--- config.mk ---
export PLATFORM = sky130hd
export DESIGN_NAME = tr_sched
export DESIGN_NICKNAME = d
export VERILOG_FILES = /design/src/rtl/tr_pkg.sv /design/src/rtl/tr_walker.sv /design/src/rtl/tr_redirect.sv /design/src/rtl/tr_sched.sv
export SDC_FILE = /design/constraint.sdc
export NUM_CORES = 1
export LEC_CHECK = 0
export BUFFER_PORTS_ARGS = -buffer_cell sky130_fd_sc_hd__buf_2
export CAP_MARGIN = 15
export CORE_MARGIN = 2
export CORE_UTILIZATION = 47
export CTS_CLUSTER_DIAMETER = 60
export DETAILED_ROUTE_END_ITERATION = 12
export HOLD_SLACK_MARGIN = 0.06
export SYNTH_ARGS = -nofsm -noshare
export SYNTH_HDL_FRONTEND = slang
export SYNTH_HIERARCHICAL = 1
export SYNTH_SLANG_ARGS = --single-unit
--- constraint.sdc ---
create_clock -name clk -period 4.15 [get_ports clk]
set_input_delay 0.6225 -clock clk [delete_from_list [all_inputs] [get_ports clk]]
set_output_delay 0.6225 -clock clk [all_outputs]
set_load 0.02 [all_outputs]
--- src/rtl/tr_pkg.sv ---
package tr_pkg;
  typedef enum logic [1:0] {
    ST_IDLE = 2'd0,
    ST_RUN  = 2'd1,
    ST_DONE = 2'd2
  } tr_state_e;
endpackage

--- src/rtl/tr_walker.sv ---
// Level/slot walker: tracks the current lower slot and the half-stride.
module tr_walker #(
  parameter int N = 16,
  localparam int LW = $clog2(N + 1),
  localparam int CW = LW + 2
) (
  input  logic          clk,
  input  logic          rst_n,
  input  logic          load,
  input  logic          adv,
  input  logic [LW-1:0] vl_q,
  output logic [CW-1:0] pos,
  output logic [CW-1:0] other,
  output logic          last
);
  logic [CW-1:0] pos_q, pos_d, half_q, half_d;
  logic [CW-1:0] npos, nhalf, vlx;
  logic          more_pairs, en;

  always_comb begin
    vlx        = CW'(vl_q);
    npos       = pos_q + (half_q << 1);
    nhalf      = half_q << 1;
    more_pairs = npos < vlx;
    last       = !more_pairs && (nhalf >= vlx);
    pos        = pos_q;
    other      = pos_q + half_q;
    en         = load | adv;
    pos_d      = pos_q;
    half_d     = half_q;
    if (load) begin
      pos_d  = '0;
      half_d = CW'(1);
    end else if (more_pairs) begin
      pos_d  = npos;
    end else begin
      pos_d  = '0;
      half_d = nhalf;
    end
  end

  always_ff @(posedge clk or negedge rst_n) begin
    if (!rst_n) begin
      pos_q  <= '0;
      half_q <= CW'(1);
    end else if (en) begin
      pos_q  <= pos_d;
      half_q <= half_d;
    end
  end
endmodule

--- src/rtl/tr_redirect.sv ---
// Index-redirection table plus working predicate copy.
module tr_redirect #(
  parameter int N = 16,
  localparam int IW = $clog2(N),
  localparam int LW = $clog2(N + 1),
  localparam int CW = LW + 2
) (
  input  logic          clk,
  input  logic          rst_n,
  input  logic          load,
  input  logic [N-1:0]  mask,
  input  logic          redir,
  input  logic [CW-1:0] pos,
  input  logic [CW-1:0] other,
  input  logic [LW-1:0] vl_q,
  output logic [IW-1:0] dst_idx,
  output logic [IW-1:0] src_idx,
  output logic          a_act,
  output logic          b_act,
  output logic [IW-1:0] head_idx
);
  logic [IW-1:0] ix_q [N];
  logic [IW-1:0] ix_d [N];
  logic [N-1:0]  wp_q, wp_d;
  logic [N-1:0]  en;
  logic [IW-1:0] pi, oi;

  assign pi       = pos[IW-1:0];
  assign oi       = other[IW-1:0];
  assign dst_idx  = ix_q[pi];
  assign src_idx  = ix_q[oi];
  assign a_act    = wp_q[pi];
  assign b_act    = (other < CW'(vl_q)) && wp_q[oi];
  assign head_idx = ix_q[0];

  for (genvar k = 0; k < N; k++) begin : g_slot
    always_comb begin
      en[k]   = load | (redir && (pi == IW'(k)));
      ix_d[k] = load ? IW'(k) : ix_q[oi];
      wp_d[k] = load ? mask[k] : 1'b1;
    end

    always_ff @(posedge clk or negedge rst_n) begin
      if (!rst_n) begin
        ix_q[k] <= IW'(k);
        wp_q[k] <= 1'b0;
      end else if (en[k]) begin
        ix_q[k] <= ix_d[k];
        wp_q[k] <= wp_d[k];
      end
    end
  end
endmodule

--- src/rtl/tr_sched.sv ---
module tr_sched #(
  parameter int N = 16,
  localparam int IW = $clog2(N),
  localparam int LW = $clog2(N + 1),
  localparam int CW = LW + 2
) (
  input  logic          clk,
  input  logic          rst_n,
  input  logic          start,
  input  logic [LW-1:0] vl,
  input  logic [N-1:0]  mask,
  output logic          step_valid,
  input  logic          step_ready,
  output logic [IW-1:0] step_dst,
  output logic [IW-1:0] step_src,
  output logic          done,
  output logic          no_result,
  output logic [IW-1:0] result_idx
);
  import tr_pkg::*;

  tr_state_e     state_q, state_d;
  logic [LW-1:0] vl_q, vl_eff;
  logic          none_q;
  logic [N-1:0]  act_in;
  logic          any_act, accept, run, pair, adv, redir, last;
  logic [CW-1:0] pos, other;
  logic          a_act, b_act;
  logic [IW-1:0] head_idx;

  always_comb begin
    vl_eff = (vl > LW'(N)) ? LW'(N) : vl;
    for (int k = 0; k < N; k++) act_in[k] = mask[k] && (LW'(k) < vl_eff);
    any_act = |act_in;
    accept  = start && (state_q != ST_RUN);
    run     = (state_q == ST_RUN);
    pair    = a_act && b_act;
    adv     = run && (!pair || step_ready);
    redir   = run && !a_act && b_act;
    state_d = state_q;
    if (accept)           state_d = (any_act && vl_eff > LW'(1)) ? ST_RUN : ST_DONE;
    else if (adv && last) state_d = ST_DONE;
  end

  always_ff @(posedge clk or negedge rst_n) begin
    if (!rst_n) begin
      state_q <= ST_IDLE;
      vl_q    <= '0;
      none_q  <= 1'b0;
    end else begin
      state_q <= state_d;
      if (accept) begin
        vl_q   <= vl_eff;
        none_q <= !any_act;
      end
    end
  end

  tr_walker #(.N(N)) u_walk (
    .clk(clk), .rst_n(rst_n), .load(accept), .adv(adv), .vl_q(vl_q),
    .pos(pos), .other(other), .last(last)
  );

  tr_redirect #(.N(N)) u_redir (
    .clk(clk), .rst_n(rst_n), .load(accept), .mask(mask), .redir(redir),
    .pos(pos), .other(other), .vl_q(vl_q),
    .dst_idx(step_dst), .src_idx(step_src), .a_act(a_act), .b_act(b_act),
    .head_idx(head_idx)
  );

  assign step_valid = run && pair;
  assign done       = (state_q == ST_DONE);
  assign no_result  = none_q;
  assign result_idx = none_q ? '0 : head_idx;
endmodule

==> impl_metrics.py <==
metrics = {
    "clock_tree": {
        "cts_setup_buffers": 0,
        "clk_path_buf_depth": 2,
        "path_clk_slew_ns": 0.07,
        "htree_levels": 3,
        "clkSinkCount": 101,
        "clk_latency_ns": 0.35,
        "root_buffer": "clkbuf_16",
        "cts_tree": "built",
        "hold_buffers": 0,
        "cts_buffers": 9,
    },
    "worst_setup_path": {
        "slowest_stage": "dfrtp_1",
        "arrival_ns": 4.10,
        "crit_fanout": 6,
        "cpPeakStageDelay_ns": 0.42,
        "startpoint_type": "register",
        "crit_path_frequent_cell": "o21a_1",
        "worstSetupPathType": "reg -> reg",
        "crit_chain": "ha_1 > a21oi_1 > nor2b_1 > o21a_1 > o21a_1 > nor2_1 > xnor2_1 > or3_1 > nor4_1 > o21a_1 > nor3b_2 > nor3b_2 > buf_4 > and2_1 > mux2i_1 > nor2_1",
        "endpoint_kind": "register",
        "critPathRequiredTime_ns": 4.37,
    },
    "die": {
        "die_w_um": 121,
        "dieArea_mm2": 0.0146,
        "ios": 40,
        "start_util_pct": 48.4,
        "die_h_um": 121,
        "core_mm2": 0.0133,
        "num_rows": 42,
    },
    "grt": {
        "grtUsageTotal_pct": 24.9,
        "grt_pass1_vias": 4797,
        "overflow": 0,
        "grt_pass1_wl_um": 27400,
        "grt_max_degree": 85,
        "grt_antenna_before_repair": 0,
    },
    "timing": {
        "setup_viol": 0,
        "fin_hold_ws_ns": 0.108,
        "tns_ns": 0,
        "drv_slew": 0,
        "skew_ns": 0.00888,
        "post-route-min-period_ns": 3.88,
        "timing.final.crit_share_pct": 93.6,
        "max_slew_margin_pct": 49.4,
        "tightest_slew_ns": 0.756,
        "finalHoldViolations": 0,
        "fmax_mhz": 257,
    },
    "yosys": {
        "ys_seq_area_share_pct": 39.9,
        "synth_seq_cells": 101,
        "synthCells": 595,
        "synth_area_per_cell_um2": 10.8,
        "synth_ff_type": "dfrtp_1",
        "synth_edf_count": 0,
        "ys_types": 62,
        "synth_area_mm2": 0.00643,
        "synth-async-reset-ratio_pct": 100,
        "syn_nets": 643,
        "yosysWarnings": 6,
    },
    "layout": {
        "drive_above_1_share_pct": 27.7,
        "diodes": 0,
        "fin_nets": 657,
        "area_growth_pct": 9.47,
        "mostFrequentLayoutCells": "dfrtp_1 (68), a21oi_1 (62), nor2_1 (56)",
        "layout_commonest_cell": "dfrtp_1",
    },
    "run_status": {
        "run_status": "complete, no violations",
    },
    "place": {
        "dp_hpwl_um": 11500,
        "gp_congestion": 0.850,
        "portBuffers": 39,
    },
    "route": {
        "num_vias": 4825,
        "ant_nets": 0,
        "drtIter0Drc": 379,
        "drc_errors": 0,
        "vias_per_cell": 6.11,
        "drt_pre_antenna_iters": 4,
        "finalWirelength_um": 17000,
        "wl_per_cell_um": 21.5,
    },
    "power": {
        "power_mw": 4.13,
        "leakagePower_nw": 3.15,
        "powerDensity_mw_per_mm2": 586,
        "peakVddDrop_v": 0.000303,
    },
    "min_path": {
        "min_path_type": "in -> async",
    },
    "job": {
        "cap_viol_max_count": 0,
    },
}
-- cells in the mapped netlist, drive strengths merged, types with 6 or more instances --
cell	number	area (um^2)
dfrtp	68	1700
a21oi	63	319
nor2	56	210
o21ai	53	269
mux2i	46	460
mux4	45	1010
nand2	35	131
dfstp	33	867
clkbuf	27	103
ha	22	275
buf	20	144
nor2b	18	115
inv	16	70.1
nand2b	14	87.6
nand3	7	35.0
nor3	6	30.0
o21a	6	45.0
-- sequential cells by signal (all words and copies together) (netlist names) --
register	count
u_walk/pos	6
u_redir/ix_q	60
u_redir/head_idx	4
state_q	2
u_redir/wp_q	16
no_result	1
vl_q	5
u_walk/half_q	7
-- final cells by class --
cell class	instances	area, um^2
Fill cell	1182	6250
Tap cell	176	220
Inverter	16	70.1
Timing Repair Buffer	50	300
Clock buffer	11	233
Clock inverter	5	82.6
Sequential cell	101	2570
Multi-Input combinational cell	431	3570
-- final timing paths --
path | start | end | slack [ns] | cells past startpoint
worst max-delay path | u_walk/half_q[2] | u_redir/head_idx[3] | 0.27 | 16
worst min-delay path | rst_n | no_result | 0.11 | 1
worst max register to register | u_walk/half_q[2] | u_redir/head_idx[3] | 0.27 | 16
worst min register to register | vl_q[2] | vl_q[2] | 0.53 | 2
max in group asynchronous | rst_n | u_redir/ix_q[15] | 3.10 | 3
min in group clk | mask[10] | u_redir/wp_q[10] | 0.52 | 3
-- per-stage QoR --
stage | area [um^2] | instances | setup WS (ns) | utilization (%)
5_1_grt | 7040 | 790 | -0.00360 | 53.0
3_5_place_dp | 6690 | 773 | 0.141 | 50.3
2_1_floorplan | 6430 | 595 | 0.600 | -
3_3_place_gp | 6690 | 773 | 0.315 | 50.3
6_report | 7040 | 790 | 0.266 | 53.0
4_1_cts | 7010 | 789 | 0.131 | 52.7
-- metal layers --
metal	global-route usage [%]	vias up	routed length, um
li1	-	2196	-
met1	33.8	2460	7340
met2	40.0	142	8230
met3	4.79	27	992
met4	8.94	0	441
met5	0	-	0
-- power by group --
group          switching (mW)  total [mW]  internal, mW
Combinational            1.10        1.92         0.820
Clock                   0.378       0.910         0.532
Sequential              0.156        1.30          1.15
Total                    1.63        4.13          2.50
-- timing repair --
action	4_1_cts	5_1_grt
endpoints found under the setup margin	0	28
endpoints found under the hold margin	0	0
resized for setup	0	1
-- critical path, delay by kind of cell, from the launching register on --
family / cells / cell delay (ns)
AND/OR/NAND/NOR: 8 / 1.70
AO/OA/AOI/OAI: 4 / 0.84
flip-flops: 1 / 0.42
adder cells (fa/ha/maj): 1 / 0.34
multiplexers: 1 / 0.23
buffers and inverters: 1 / 0.15
XOR/XNOR: 1 / 0.07
-- cell families (layout without fill, tap and decap cells) --
group | after synthesis | after routing | share of synthesized area, %
simple gates | 158 | 158 | 12.3
fa+ha+maj | 23 | 23 | 4.59
xor+xnor | 8 | 8 | 1.09
compound gates | 146 | 146 | 13.3
mux | 95 | 95 | 23.9
buf+inv | 63 | 82 | 4.92
other cells | 1 | 1 | 0.0583
flops | 101 | 101 | 39.9
Power figures use the tool's default switching activity.
